File: src/rtl/touch_seq_pkg.sv
package touch_seq_pkg;

    typedef enum logic [3:0] {
        S_IDLE,
        S_TOUCH_WAIT,
        S_NEXT,
        S_ACQ,
        S_REQ,
        S_WAIT_CONV,
        S_FILT_GO,
        S_FILT_WAIT,
        S_WRITE,
        S_SEQ_END,
        S_TIMER
    } seq_state_t;

    localparam logic [1:0] MODE_OFF    = 2'b00;
    localparam logic [1:0] MODE_SINGLE = 2'b01;
    localparam logic [1:0] MODE_SLAVE  = 2'b10;
    localparam logic [1:0] MODE_MASTER = 2'b11;

    localparam int N_LIM_CH = 3;

endpackage

File: src/rtl/tsq_chan_pick.sv
module tsq_chan_pick #(
    parameter int NCH = 8,
    localparam int IW = $clog2(NCH),
    localparam int CW = IW + 1
) (
    input  logic [NCH-1:0] mask,
    input  logic [CW-1:0]  below,
    output logic           found,
    output logic [IW-1:0]  idx
);

    logic unused_mask_bit;
    assign unused_mask_bit = mask[0];

    // Ascending scan: the last hit below the pointer is the highest one.
    always_comb begin
        found = 1'b0;
        idx   = '0;
        for (int b = 1; b < NCH; b++) begin
            if (mask[b] && (CW'(b) < below)) begin
                found = 1'b1;
                idx   = IW'(b);
            end
        end
    end

endmodule

File: src/rtl/tsq_timer.sv
module tsq_timer #(
    parameter int PRESC = 4,
    parameter int T1    = 2,
    parameter int T2    = 4,
    parameter int T3    = 8,
    localparam int TW   = $clog2(T3 + 1),
    localparam int PW   = $clog2(PRESC)
) (
    input  logic       clk,
    input  logic       rst_n,
    input  logic       load,
    input  logic [1:0] sel,
    output logic       busy
);

    logic [TW-1:0] cnt;
    logic [PW-1:0] pcnt;
    logic [TW-1:0] reload;

    always_comb begin
        unique case (sel)
            2'b01:   reload = TW'(T1);
            2'b10:   reload = TW'(T2);
            2'b11:   reload = TW'(T3);
            default: reload = '0;
        endcase
    end

    always_ff @(posedge clk or negedge rst_n) begin
        if (!rst_n) begin
            cnt  <= '0;
            pcnt <= '0;
        end else if (load) begin
            cnt  <= reload;
            pcnt <= '0;
        end else if (cnt != '0) begin
            if (pcnt == PW'(PRESC - 1)) begin
                pcnt <= '0;
                cnt  <= cnt - 1'b1;
            end else begin
                pcnt <= pcnt + 1'b1;
            end
        end
    end

    assign busy = (cnt != '0);

endmodule

File: src/rtl/tsq_limit_chk.sv
module tsq_limit_chk #(
    parameter int DW  = 12,
    parameter int IW  = 3,
    localparam int NL = touch_seq_pkg::N_LIM_CH
) (
    input  logic [IW-1:0]    chan,
    input  logic [DW-1:0]    data,
    input  logic [NL*DW-1:0] lim_lo,
    input  logic [NL*DW-1:0] lim_hi,
    input  logic [NL-1:0]    suppress,
    output logic [NL-1:0]    hit
);

    for (genvar k = 0; k < NL; k++) begin : g_lim
        localparam logic [IW-1:0] CH = IW'(k + 1);
        logic [DW-1:0] lo;
        logic [DW-1:0] hi;
        assign lo     = lim_lo[k*DW +: DW];
        assign hi     = lim_hi[k*DW +: DW];
        assign hit[k] = (chan == CH) && !suppress[k] && ((data < lo) || (data > hi));
    end

endmodule

File: src/rtl/touch_seq_ctrl.sv
module touch_seq_ctrl
    import touch_seq_pkg::*;
#(
    parameter int NCH    = 8,
    parameter int DW     = 12,
    parameter int N_SAMP = 4,
    parameter int PRESC  = 4,
    parameter int T1     = 2,
    parameter int T2     = 4,
    parameter int T3     = 8,
    localparam int IW    = $clog2(NCH),
    localparam int CW    = IW + 1,
    localparam int SW    = (N_SAMP > 1) ? $clog2(N_SAMP) : 1,
    localparam int NL    = N_LIM_CH
) (
    input  logic             clk,
    input  logic             rst_n,
    input  logic [15:0]      cfg_word,
    input  logic [1:0]       mode,
    input  logic [1:0]       interval,
    input  logic [3:0]       acq_cycles,
    input  logic             filt_en,
    input  logic             touch,
    input  logic [NL*DW-1:0] lim_lo,
    input  logic [NL*DW-1:0] lim_hi,
    input  logic             alert_clr,
    output logic             conv_req,
    output logic [IW-1:0]    conv_chan,
    input  logic             conv_done,
    input  logic [DW-1:0]    conv_data,
    output logic             acq_active,
    output logic             filt_push,
    output logic             filt_go,
    input  logic             filt_done,
    input  logic [DW-1:0]    filt_result,
    output logic             wr_en,
    output logic [IW-1:0]    wr_chan,
    output logic [DW-1:0]    wr_data,
    output logic [NL-1:0]    alert_flags,
    output logic             irq
);

    seq_state_t    state, nxt;
    logic [CW-1:0] cur;
    logic [3:0]    acq_cnt;
    logic [SW-1:0] samp_cnt;
    logic [DW-1:0] result;
    logic [NL-1:0] alert;
    logic [1:0]    mode_q;

    logic          pick_found;
    logic [IW-1:0] pick_idx;
    logic          tmr_busy;
    logic [NL-1:0] lim_hit;

    logic unused_cfg_bits;
    assign unused_cfg_bits = ^{cfg_word[15:12], cfg_word[8]};

    tsq_chan_pick #(.NCH(NCH)) u_pick (
        .mask  (cfg_word[NCH-1:0]),
        .below (cur),
        .found (pick_found),
        .idx   (pick_idx)
    );

    tsq_timer #(.PRESC(PRESC), .T1(T1), .T2(T2), .T3(T3)) u_timer (
        .clk   (clk),
        .rst_n (rst_n),
        .load  (state == S_SEQ_END),
        .sel   (interval),
        .busy  (tmr_busy)
    );

    tsq_limit_chk #(.DW(DW), .IW(IW)) u_lim (
        .chan     (cur[IW-1:0]),
        .data     (result),
        .lim_lo   (lim_lo),
        .lim_hi   (lim_hi),
        .suppress (cfg_word[11:9]),
        .hit      (lim_hit)
    );

    // Next-state logic
    always_comb begin
        nxt = state;
        unique case (state)
            S_IDLE: begin
                if (mode == MODE_MASTER)
                    nxt = S_TOUCH_WAIT;
                else if ((mode != mode_q) && ((mode == MODE_SINGLE) || (mode == MODE_SLAVE)))
                    nxt = S_NEXT;
            end
            S_TOUCH_WAIT: if (touch) nxt = S_NEXT;
            S_NEXT:       nxt = pick_found ? S_ACQ : S_SEQ_END;
            S_ACQ:        if (acq_cnt == acq_cycles) nxt = S_REQ;
            S_REQ:        nxt = S_WAIT_CONV;
            S_WAIT_CONV: begin
                if (conv_done) begin
                    if (!filt_en)
                        nxt = S_WRITE;
                    else if (samp_cnt == SW'(N_SAMP - 1))
                        nxt = S_FILT_GO;
                    else
                        nxt = S_REQ;
                end
            end
            S_FILT_GO:    nxt = S_FILT_WAIT;
            S_FILT_WAIT:  if (filt_done) nxt = S_WRITE;
            S_WRITE:      nxt = S_NEXT;
            S_SEQ_END: begin
                if ((mode == MODE_MASTER) || ((mode == MODE_SLAVE) && (interval != 2'b00)))
                    nxt = S_TIMER;
                else
                    nxt = S_IDLE;
            end
            S_TIMER: begin
                if (!tmr_busy) begin
                    if (mode == MODE_SLAVE)
                        nxt = S_NEXT;
                    else if (mode == MODE_MASTER)
                        nxt = touch ? S_NEXT : S_TOUCH_WAIT;
                    else
                        nxt = S_IDLE;
                end
            end
            default:      nxt = S_IDLE;
        endcase
        if (mode == MODE_OFF)
            nxt = S_IDLE;
    end

    // State and datapath registers
    always_ff @(posedge clk or negedge rst_n) begin
        if (!rst_n) begin
            state    <= S_IDLE;
            cur      <= CW'(NCH);
            acq_cnt  <= '0;
            samp_cnt <= '0;
            result   <= '0;
            alert    <= '0;
            mode_q   <= MODE_OFF;
        end else begin
            state  <= nxt;
            mode_q <= mode;

            if ((state == S_IDLE) || (state == S_TOUCH_WAIT) ||
                (state == S_SEQ_END) || (state == S_TIMER))
                cur <= CW'(NCH);
            else if ((state == S_NEXT) && pick_found)
                cur <= {1'b0, pick_idx};

            acq_cnt <= (state == S_ACQ) ? acq_cnt + 1'b1 : 4'd0;

            if (state == S_NEXT)
                samp_cnt <= '0;
            else if ((state == S_WAIT_CONV) && conv_done)
                samp_cnt <= samp_cnt + 1'b1;

            if ((state == S_WAIT_CONV) && conv_done)
                result <= conv_data;
            else if ((state == S_FILT_WAIT) && filt_done)
                result <= filt_result;

            if (alert_clr)
                alert <= '0;
            else if (state == S_WRITE)
                alert <= alert | lim_hit;
        end
    end

    // Outputs decoded from state
    always_comb begin
        conv_req    = (state == S_REQ);
        acq_active  = (state == S_ACQ);
        conv_chan   = cur[IW-1:0];
        filt_push   = (state == S_WAIT_CONV) && conv_done && filt_en;
        filt_go     = (state == S_FILT_GO);
        wr_en       = (state == S_WRITE);
        wr_chan     = cur[IW-1:0];
        wr_data     = result;
        alert_flags = alert;
        irq         = |alert;
    end

endmodule

File: config.mk
export PLATFORM = sky130hd
export DESIGN_NAME = touch_seq_ctrl
export DESIGN_NICKNAME = d
export VERILOG_FILES = /design/src/rtl/touch_seq_pkg.sv /design/src/rtl/tsq_chan_pick.sv /design/src/rtl/tsq_timer.sv /design/src/rtl/tsq_limit_chk.sv /design/src/rtl/touch_seq_ctrl.sv
export SDC_FILE = /design/constraint.sdc
export NUM_CORES = 1
export LEC_CHECK = 0
export BUFFER_PORTS_ARGS = -buffer_cell sky130_fd_sc_hd__clkbuf_2
export CAP_MARGIN = 5
export CORE_ASPECT_RATIO = 0.5
export CORE_UTILIZATION = 51
export DETAILED_ROUTE_END_ITERATION = 12
export PLACE_DENSITY = 0.78
export SYNTH_ARGS = -nofsm -noshare
export SYNTH_HDL_FRONTEND = slang
export SYNTH_SLANG_ARGS = --single-unit
File: constraint.sdc
create_clock -name clk -period 2 [get_ports clk]
set_input_delay 0.1 -clock clk [delete_from_list [all_inputs] [get_ports clk]]
set_output_delay 0.1 -clock clk [all_outputs]
set_load 0.01 [all_outputs]
## Word level (Yosys, flattened, before mapping)

Index checks and enable logic that the tools add are counted.

| cells by class | value |
|---|---|
| add/sub/neg operators | 4 |
| $lt $le $gt $ge | 13 |
| equality and inequality tests | 29 |
| mux-type cells | 46 |
| bitwise gates (word level) | 1 |
| reductions and logical operators | 43 |

Operator list:

| kind | number |
|---|---|
| $mux 4 | 17 |
| $pmux 4 s11 | 1 |
| $gt 12x12->1 | 3 |
| $lt 12x12->1 | 3 |
| $mux 12 | 2 |
| $mux 2 | 11 |
| $logic_and 1x1->1 | 19 |
| $mux 3 | 6 |
| $eq 4x3->1 const B | 4 |
| $lt 3x4->1 const A | 4 |
| $reduce_bool 2->1 | 7 |
| $eq 2x2->1 const B | 6 |
| $eq 4x4->1 const B | 3 |
| $ne 3x3->1 const B | 4 |
| $pmux 4 s3 | 1 |
| $eq 4x2->1 const B | 2 |
| $logic_or 1x1->1 | 8 |
| $lt 2x4->1 const A | 2 |
| $mux 1 | 8 |
| $eq 3x2->1 const B | 2 |
| $reduce_and 6->1 | 1 |
| $add 2x1->2 const B | 2 |
| $add 4x1->4 const B | 1 |
| $eq 2x1->1 const B | 2 |
| other kinds (15) | 17 |

| word-level totals | value |
|---|---|
| bits in registers | 37 |
| input bits | 127 |
| output and inout bits | 27 |
| word-level logic and storage cells | 145 |

## Logic depth before layout (Yosys ltp)

Gate-level depths: netlist of the first run.

| logic depth | value |
|---|---|
| word-level depth | 12 |
| mapped depth | 7 |
| gate-level depth less buffers | 7 |

## Modules after synthesis

Synthesis of the first run repeated with hierarchy kept, for this count alone.

| second synthesis, totals | value |
|---|---|
| cells, all modules | 494 |
| area total of the unflattened synthesis | 4162.7 um^2 |

Modules (own cells, without submodules):

| module | instances | cells each | area an instance (um^2) | sequential area each (um^2) |
|---|---|---|---|---|
| tsq_limit_chk | 1 | 241 | 1795.5 | 0.0 |
| touch_seq_ctrl | 1 | 188 | 1780.5 | 777.0 |
| tsq_timer | 1 | 37 | 365.4 | 150.1 |
| tsq_chan_pick | 1 | 28 | 221.5 | 0.0 |

## Worst setup path after synthesis of the first run

Ideal clock, no wire load.

| path | value |
|---|---|
| path kind | register to register |
| start | register u_timer.cnt[0] |
| end | register state[3] |
| setup time | 0.128 ns |
| arrival | 1.544 ns |
| data required time | 1.872 ns |
| slack | 0.328 ns |
| stages on the path, launching flop included | 8 |
| path buffers | 0 |
| clock period less this slack | 1.672 ns |
| cell sequence | dfrtp_1 -> inv_1 -> ha_1 -> nor3b_1 -> nor3_1 -> nor3_2 -> a31oi_2 -> o2bb2ai_1 |

| between the ends | value |
|---|---|
| cells in the longest elaborated chain, start to end | 3 |

Ends and longest elaborated chain:

| what | line | source |
|---|---|---|
| start: declaration | tsq_timer.sv:16 | `logic [TW-1:0] cnt;` |
| start signal: assignment | tsq_timer.sv:34 | `cnt <= reload;` |
| start signal: assignment | tsq_timer.sv:39 | `cnt <= cnt - 1'b1;` |
| $reduce_bool 4->1 | tsq_timer.sv:46 | `assign busy = (cnt != '0);` |
| $ne 3x3->1 (no source line) | - |  |
| $reduce_and 6->1 (no source line) | - |  |
| end signal: assignment | touch_seq_ctrl.sv:143 | `state <= nxt;` |
| end: declaration | touch_seq_ctrl.sv:43 | `seq_state_t state, nxt;` |

No other way between the ends.
A chain may end at the register's enable or synchronous reset.

## Worst setup path after layout of the first run

| path | value |
|---|---|
| start | input port mode[0] |
| end | register state[0] |

| between the ends | value |
|---|---|
| cells in the longest elaborated chain, start to end | 6 |
| elaborated cells on any way between the ends | 20 |
| those cells by class | 10 x eq/ne; 6 x mux; 4 x reduce/logical |

Ends and longest elaborated chain:

| what | line | source |
|---|---|---|
| start: declaration | touch_seq_ctrl.sv:19 | `input logic [1:0] mode,` |
| $eq 2x2->1 | touch_seq_ctrl.sv:88, touch_seq_ctrl.sv:120 |  |
| $mux 2 | touch_seq_ctrl.sv:120 | `else if (mode == MODE_MASTER)` |
| $mux 2 | touch_seq_ctrl.sv:118 | `if (mode == MODE_SLAVE)` |
| $mux 4 | touch_seq_ctrl.sv:117 | `if (!tmr_busy) begin` |
| $pmux 4 s11 | touch_seq_ctrl.sv:86 | `unique case (state)` |
| $mux 4 | touch_seq_ctrl.sv:128 | `if (mode == MODE_OFF)` |

Parallel ways exist; a longest one is shown, timed or not. The select of a mux whose other input is x is not followed.

==> flow_summary.toml, run 1 <==
[drt]
drc = 0
drtAntennaViolNets = 0
drt_wl_total_um = 9600
vias = 3966
via_per_inst = 5.24
dr.pass1.iters = 4
drt_iter0_drc = 150
wl_per_cell_um = 12.7

[die]
ios = 154
initial_core_util = 0.545
core_region_area_mm2 = 0.00757
die_w_um = 129
die_height_um = 65.6
design.die.area_mm2 = 0.00847
std_cell_rows = 22

[timing]
fin_crit_sh = 0.919
clock_skew_ns = 0.00454
final_max_slew_viol_count = 0
slew_headroom = 0.644
tightestPinTransition_ns = 0.528
tns_ns = 0
finalSetupViolCount = 0
max_freq_mhz = 544
hold_ws_ns = 0.0119
rsz0062_at_grt = "no"
finalHoldViolations = 0
final.min_clock_period_ns = 1.84

[setup_path]
crit_start = "mode[0]"
cp.required_ns = 2.20
crit_path_max_fanout = 4
max_stage_delay_ns = 0.54
crit_buf_inv = 2
cp-start-kind = "input pin"
critical_path.endpoint_type = "register"
crit_arrival_ns = 2.03
crit_chain = "dlygate4sd3_1 -> clkbuf_2 -> ha_1 -> nor4b_1 -> nand2_1 -> a31oi_2 -> o2bb2ai_1"
critPathTopFamily = "buffers and inverters"
slowest_stage = "dlygate4sd3_1"
path_class = "input pin to register"
rr_startpoint = "cur[2]$_DFFE_PN0P_"

[finish]
insertedDiodeCount = 0
area_growth_pct = 24.6
nFillCells = 646
layout-drive-gt1-share = 0.287
nets = 851
final_cell_count_no_fill = 757

[grt]
grt_pass1_vias = 3577
antenna_found_initial = 0
grtUsageTotal = 0.231
grt_first_pass_wirelength_um = 15500
grt_max_degree = 25
gr-total-overflow = 0

[clocking]
h-tree-depth = 2
cts_root_buf = "clkbuf_16"
clock_path_buffers = 2
postCtsSetupBuffers = 0
path_clk_slew_ns = 0.06
cts.sinks = 37
cts_inserted_buffers = 5
cts_tree = "done"
clk_latency_ns = 0.28

[logic_synthesis]
syn_area_mm2 = 0.00412
ys_seq_area_frac = 0.225
yosysTopAreaCell = "ha_1"
yosys_register_bits = 37
netlist.area_leader.share = 0.231
synth_common_cells = "ha_1 (76), inv_1 (75), a21oi_1 (54)"
syn_inst = 500
synth_top_flop_cell = "dfrtp_1"
yosys.cell_count.top_type = "ha_1"
async_flop_share = 1.00
synth_edf_count = 0
synth.area.top_cells = "ha_1 (23%), dfrtp_1 (22%), inv_1 (6.8%), a21oi_1 (6.6%), mux2i_1 (3.6%)"
synth.avg_cell_area_um2 = 8.25
yosys_warnings = 0
synth_fp_nets = 703
synth_cell_type_count = 61

[run_status]
outcome = "complete, no violations"

[min_path]
hp-class = "input pin to register"
hp-start = "mode[1]"

[power_and_ir_drop]
p_leak_nw = 2.89
peakVddDrop_v = 0.000524
powerDensity_mw_per_mm2 = 1080

[placed_design]
place_congestion = 0.824
post-dp-hpwl_um = 8040
port_buffers = 147
placed_cells_incl_taps = 747

[job]
maxCapViolCount = 0
-- where the power goes --
group,leakage (nW),switching [W],internal (W)
combinational,2.35,0.00161,0.00146
sequential,0.463,0.000629,0.00102
clock,0.0799,0.000298,0.000527
-- cell type report --
cell class,instances,area [um2],share of cell area
clock buffers,7,153,0.0297
clock inverters,1,5.00,0.000975
inverters,76,285,0.0556
multi-input cells,369,2790,0.542
flip-flops and latches,37,928,0.181
well taps,108,135,0.0263
repair buffers,159,843,0.164
-- metal layers --
metal,global-route usage,vias to the layer above,routed length (um)
met5,0,-,0
met3,0.0309,16,358
met1,0.284,1807,4420
met2,0.422,85,4670
li1,-,2058,-
met4,0.0662,0,152
-- through the flow --
step | worst slack, ns | utilization | power (W) | cell area, um2
after floorplan | 0.328 | - | 0.00386 | 4120
after global placement | 0.217 | 0.655 | 0.00460 | 4960
after detailed placement | 0.190 | 0.655 | 0.00474 | 4960
after CTS | 0.125 | 0.678 | 0.00558 | 5130
after global routing | 0.0000246 | 0.678 | 0.00613 | 5130
final | 0.162 | 0.678 | 0.00555 | 5130
-- final timing paths --
kind	end	slack, ns	cells after the start
setup / recovery	state[0]$_DFFE_PN0P_	0.16	7
hold / removal	mode_q[1]$_DFF_PN0_	0.01	1
setup reg to reg	state[1]$_DFFE_PN0P_	0.16	5
hold reg to reg	acq_cnt[0]$_DFF_PN0_	0.51	1
max in group asynchronous	wr_data[1]$_DFFE_PN0P_	1.10	3
min in group asynchronous	state[2]$_DFFE_PN0P_	0.26	2
-- state kept, by name (all words and copies together), names as in the netlist --
register / count
acq_cnt: 4
alert_flags: 3
cur: 4
mode_q: 2
samp_cnt: 2
state: 4
u_timer.cnt: 4
u_timer.pcnt: 2
wr_data: 12
-- placed cells by master (no fill, tap or decap), types with 4 or more instances in the layout --
cell type  instances
mux2i_1           15
buf_4              9
nand2b_1           9
o211ai_1           4
inv_1             75
clkbuf_2         147
nand4_1           16
o21ai_1            7
a21oi_1           54
nor3_1            12
o2bb2ai_1          5
o21ai_0           24
clkbuf_16          5
nand3_1            6
xor2_1             9
dfrtp_1           35
nor2_1            40
nand2_1           23
nor2b_1           13
a22o_1             4
ha_1              76
-- logic make-up (layout without fill, tap and decap cells) --
kind of cell / after synthesis / after routing / synth area share
and+or+nand+nor: 142 / 142 / 0.189
AOI/OAI and AO/OA: 124 / 124 / 0.194
buffers and inverters: 94 / 243 / 0.0995
adders and majority gates: 76 / 76 / 0.231
DFF: 37 / 37 / 0.225
muxes: 15 / 15 / 0.0364
xor gates and xnor gates: 12 / 12 / 0.0255
-- repair_timing --
| item | 4_1_cts | 5_1_grt |
|---|---|---|
| setup endpoints to repair | 0 | 1 |
| resized for setup | 0 | 1 |
| endpoints found under the hold margin | 14 | 0 |
| hold buffers | 2 | 0 |
Power figures use the tool's default switching activity.
==> run 2, diff against run 1 <==
--- a/config.mk
+++ b/config.mk
@@ -8,3 +8,2 @@
 export BUFFER_PORTS_ARGS = -buffer_cell sky130_fd_sc_hd__clkbuf_2
-export CAP_MARGIN = 5
 export CORE_ASPECT_RATIO = 0.5
==> constraint.sdc (replaced) <==
create_clock -name clk -period 2 [get_ports clk]
set_input_delay 0.2 -clock clk [delete_from_list [all_inputs] [get_ports clk]]
set_output_delay 0.2 -clock clk [all_outputs]
set_load 0.01 [all_outputs]
==> run 2 against run 1 <==
Net effect: maximum frequency decreased by 1.1%; core utilization decreased by 0.12 points; flip-flop and latch count unchanged; clock-buffer cell count decreased by 1; critical path type is now register to register; largest cell class unchanged.
==> flow_summary.toml, run 2 (synthesized netlist as in run 1, its figures left out) <==
[drt]
drtAntennaViolNets = 0
wl_per_cell_um = 12.8
dr.pass1.iters = 4
via_per_inst = 5.25
drt_wl_total_um = 9690
drt_iter0_drc = 143
drc = 0
vias = 3966

[setup_path]
rr_endpoint = "state[1]$_DFFE_PN0P_"
crit_arrival_ns = 2.02
path_class = "register to register"
cp-start-kind = "register"
max_stage_delay_ns = 0.55
critPathTopFamily = "compound AO/OA/AOI/OAI gates"
reg2reg_setup_slack_ns = 0.14
r2r_cells = 5
critical_path.endpoint_type = "register"
crit_path_max_fanout = 13
rr_startpoint = "cur[2]$_DFFE_PN0P_"
cp.required_ns = 2.16
crit_chain = "a311oi_2 -> o21ai_2 -> o31ai_4 -> nor4b_2 -> o2bb2ai_1"
crit_buf_inv = 0
slowest_stage = "dfrtp_1"

[timing]
max_freq_mhz = 538
hold_ws_ns = 0.0822
rsz0062_at_grt = "no"
tns_ns = 0
fin_crit_sh = 0.929
finalHoldViolations = 0
slew_headroom = 0.657
final_max_slew_viol_count = 0
final.min_clock_period_ns = 1.86
tightestPinTransition_ns = 0.513
clock_skew_ns = 0.00397
finalSetupViolCount = 0

[die]
die_w_um = 129
core_region_area_mm2 = 0.00757
die_height_um = 65.6
design.die.area_mm2 = 0.00847
std_cell_rows = 22
initial_core_util = 0.545
ios = 154

[grt]
grt_max_degree = 25
grtUsageTotal = 0.233
grt_first_pass_wirelength_um = 15500
antenna_found_initial = 0
gr-total-overflow = 0
grt_pass1_vias = 3527
use_met1 = 0.279
busiest_layer = "met2"
met3_usage = 0.0358
use_met2 = 0.438

[min_path]
hp-class = "input pin to register"
min_to = "mode_q[0]$_DFF_PN0_"
hold_depth = 1
hp-start = "mode[0]"

[power_and_ir_drop]
powerDensity_mw_per_mm2 = 1100
p_leak_nw = 2.88
peakVddDrop_v = 0.000493

[finish]
largest_register_ffs = 12
insertedDiodeCount = 0
final_cell_mix = "clkbuf_2 (147), ha_1 (76), inv_1 (75)"
nets = 849
layout-drive-gt1-share = 0.289
area_growth_pct = 24.3
final_common_cell = "clkbuf_2"

[clocking]
cts.sinks = 37
clock_path_buffers = 2
postCtsSetupBuffers = 0
cts_inserted_buffers = 5
cts_tree = "done"
clk_latency_ns = 0.28
cts_root_buf = "clkbuf_16"
path_clk_slew_ns = 0.06
h-tree-depth = 2

[placed_design]
place_congestion = 0.831
port_buffers = 147
post-dp-hpwl_um = 8060

[job]
maxCapViolCount = 0

[run_status]
outcome = "complete, no violations"
==> run 2: changes by cell type in the layout (fill, tap and decap cells not counted), sizes merged <==
cell         before  now
bufinv            0    1
clkbuf          154  153
buf              10    9
dlygate4sd3       2    1
==> run 2: final cells by class <==
type / count / area, um2
clock buffers: 6 / 129
clock inverters: 2 / 35.0
fillers: 642 / 2440
inverters: 76 / 285
multi-input cells: 369 / 2800
flip-flops and latches: 37 / 930
well taps: 108 / 135
repair buffers: 157 / 813
==> run 2: stage by stage <==
step	std cells	power, W	worst slack, ns	utilization	cell area (um2)
floorplan	500	0.00386	0.328	-	4120
global placement	746	0.00458	0.211	0.652	4940
detailed placement	746	0.00471	0.145	0.652	4940
CTS	755	0.00564	0.0528	0.675	5110
global route	755	0.00620	0.000375	0.677	5130
finish	755	0.00562	0.142	0.677	5130
==> run 2: power by group <==
| group | total [W] | leakage [nW] | switching (W) | internal (W) |
|---|---|---|---|---|
| logic | 0.00305 | 2.33 | 0.00160 | 0.00145 |
| registers | 0.00167 | 0.461 | 0.000644 | 0.00103 |
| clock network | 0.000895 | 0.0808 | 0.000308 | 0.000586 |
==> run 2: what timing repair did <==
action	in CTS	in global routing
hold buffers	1	0
resized for setup	0	4
endpoints found under the hold margin	18	0
endpoints found under the setup margin	0	3
==> run 2: how the worst max path moves through the flow <==
stage | end | cells after the start | slack (ns) | startpoint
floorplan | state[3]$_DFFE_PN0P_ | 7 | 0.33 | u_timer.cnt[0]$_DFFE_PN0P_
global placement | state[0]$_DFFE_PN0P_ | 5 | 0.21 | state[1]$_DFFE_PN0P_
detailed placement | state[1]$_DFFE_PN0P_ | 5 | 0.15 | cur[2]$_DFFE_PN0P_
CTS | filt_push | 5 | 0.05 | state[2]$_DFFE_PN0P_
global route | state[1]$_DFFE_PN0P_ | 5 | 0.0004 | cur[2]$_DFFE_PN0P_
finish | state[1]$_DFFE_PN0P_ | 5 | 0.14 | cur[2]$_DFFE_PN0P_
==> run 2: worst reg2reg max path, stage by stage, from the launching register on <==
cell and delay, ns:
dfrtp_1 0.55, a311oi_2 0.39, o21ai_2 0.14, o31ai_4 0.30, nor4b_2 0.26, o2bb2ai_1 0.11
==> run 2: layer usage <==
metal	vias up	wire length [um]
li1	2052	-
met1	1820	4490
met2	81	4740
met3	13	340
met4	0	112
met5	-	0
==> run 3, diff against run 2 <==
CELL_PAD_IN_SITES_DETAIL_PLACEMENT = 1   (was unset)
CELL_PAD_IN_SITES_GLOBAL_PLACEMENT = 1   (was unset)
CORE_UTILIZATION = 36   (was 51)
PLACE_DENSITY = 0.77   (was 0.78)
==> run 3 against run 2 <==
Net effect: core utilization down 21 points; clock-buffer cell count down 1; design area is 2.1% higher; register-to-register slack gained 0.07 ns; critical path depth unchanged; hold slack gained 0.0035 ns; clock skew is 0.0012 ns higher; highest routed layer unchanged.
==> flow_summary.toml, run 3 (synthesized netlist as in run 1, its figures left out) <==
[run_status]
outcome = "complete, no violations"

[clocking]
cts_tree = "done"
cts_root_buf = "clkbuf_16"
clock_path_buffers = 2
clk_latency_ns = 0.28
h-tree-depth = 2
postCtsSetupBuffers = 0
cts_inserted_buffers = 5
cts.sinks = 37
path_clk_slew_ns = 0.06

[die]
core_region_area_mm2 = 0.0111
std_cell_rows = 27
die_w_um = 153
die_height_um = 77.7
initial_core_util = 0.372
ios = 154
design.die.area_mm2 = 0.0119

[grt]
grt_max_degree = 25
antenna_found_initial = 0
grt_first_pass_wirelength_um = 19300
grtUsageTotal = 0.201
gr-total-overflow = 0
grt_pass1_vias = 4178

[power_and_ir_drop]
p_leak_nw = 2.91
pwr-share-clk = 0.174
p_int_w = 0.00324
power.switching_w = 0.00269
comb_power_share = 0.543
powerDensity_mw_per_mm2 = 1130
swShare = 0.454
peakVddDrop_v = 0.000481
p_seq_frac = 0.283

[setup_path]
slowest_stage = "dfrtp_1"
cpMostUsedCell = "nor2_1"
cp.required_ns = 1.80
crit_start = "state[3]$_DFFE_PN0P_"
critical_path.endpoint_type = "primary output"
cp-start-kind = "register"
crit_path_max_fanout = 8
crit_chain = "nand2b_1 -> nor2_1 -> nand2_2 -> nor2_1 -> clkbuf_2"
critPathTopFamily = "simple AND/OR/NAND/NOR gates"
crit_buf_inv = 1
rr_startpoint = "cur[1]$_DFFE_PN0P_"
max_stage_delay_ns = 0.49
path_class = "register to primary output"
crit_arrival_ns = 1.71

[placed_design]
port_buffers = 147
place_congestion = 0.835
post-dp-hpwl_um = 9830
dp_slack_ns = 0.124
placed_cells_incl_taps = 785

[finish]
area_growth_pct = 26.9
final_cell_mix = "clkbuf_2 (147), ha_1 (76), inv_1 (75)"
nets = 851
largest_register_ffs = 12
layout-drive-gt1-share = 0.291
final_cell_count_no_fill = 794
final_common_cell = "clkbuf_2"
insertedDiodeCount = 0

[drt]
via_per_inst = 5.09
dr.pass1.iters = 4
drt_iter0_drc = 88
wl_per_cell_um = 14.7
vias = 4042
drt_wl_total_um = 11700
drtAntennaViolNets = 0
drc = 0

[timing]
fin_crit_sh = 0.955
tightestPinTransition_ns = 0.558
finalHoldViolations = 0
worst_slack_ns = 0.0899
final_max_slew_viol_count = 0
slew_headroom = 0.623
final.min_clock_period_ns = 1.91
clock_skew_ns = 0.00521
rsz0062_at_grt = "no"
finalSetupViolCount = 0
tns_ns = 0
max_freq_mhz = 524

[min_path]
hp-start = "mode[0]"
hp-class = "input pin to register"

[job]
maxCapViolCount = 0
run 3: repair_timing:
action / 4_1_cts / 5_1_grt
endpoints found under the setup margin: 1 / 2
pin swaps: 0 / 0
hold buffers: 1 / 0
resized for setup: 2 / 1
hold endpoints to repair: 15 / 0
run 3: cell type report:
| cell class | count | area [um2] |
|---|---|---|
| Sequential cell | 37 | 930 |
| Multi-Input combinational cell | 369 | 2790 |
| Clock buffer | 5 | 125 |
| Clock inverter | 3 | 65.1 |
| Fill cell | 1417 | 5850 |
| Inverter | 76 | 285 |
| Timing Repair Buffer | 159 | 853 |
| Tap cell | 145 | 181 |
run 3: power groups by stage:
stage | sequential, W | clock (W) | combinational, W
2_1_floorplan | 0.00143 | 0 | 0.00243
3_3_place_gp | 0.00166 | 0 | 0.00305
3_5_place_dp | 0.00168 | 0 | 0.00323
4_1_cts | 0.00167 | 0.00106 | 0.00326
5_1_grt | 0.00175 | 0.00109 | 0.00372
6_report | 0.00168 | 0.00103 | 0.00322
run 3: final timing paths:
kind / end / slack [ns] / cells after the start
min reg2reg: acq_cnt[0]$_DFF_PN0_ / 0.51 / 1
min in group asynchronous: u_timer.pcnt[0]$_DFFE_PN0P_ / 0.40 / 2
max: filt_push / 0.09 / 5
max reg2reg: state[1]$_DFFE_PN0P_ / 0.21 / 5
min: mode_q[0]$_DFF_PN0_ / 0.09 / 1
max in group asynchronous: wr_data[6]$_DFFE_PN0P_ / 0.94 / 3
run 3: through the flow:
step	power, W	hold slack, ns	utilization	cell area [um2]
after global routing	0.00655	0.0977	0.472	5230
after CTS	0.00599	0.0805	0.472	5230
after detailed placement	0.00491	0.180	0.453	5020
after floorplan	0.00386	-0.0956	-	4120
after global placement	0.00471	0.168	0.453	5020
final	0.00593	0.0857	0.472	5230
run 3: per-layer routing:
metal	vias to the layer above	global-route usage	part of all wire
met3	8	0.0218	0.022
li1	2054	-	-
met5	-	0	0
met2	53	0.392	0.52
met1	1927	0.239	0.45
met4	0	0.0370	0.0081
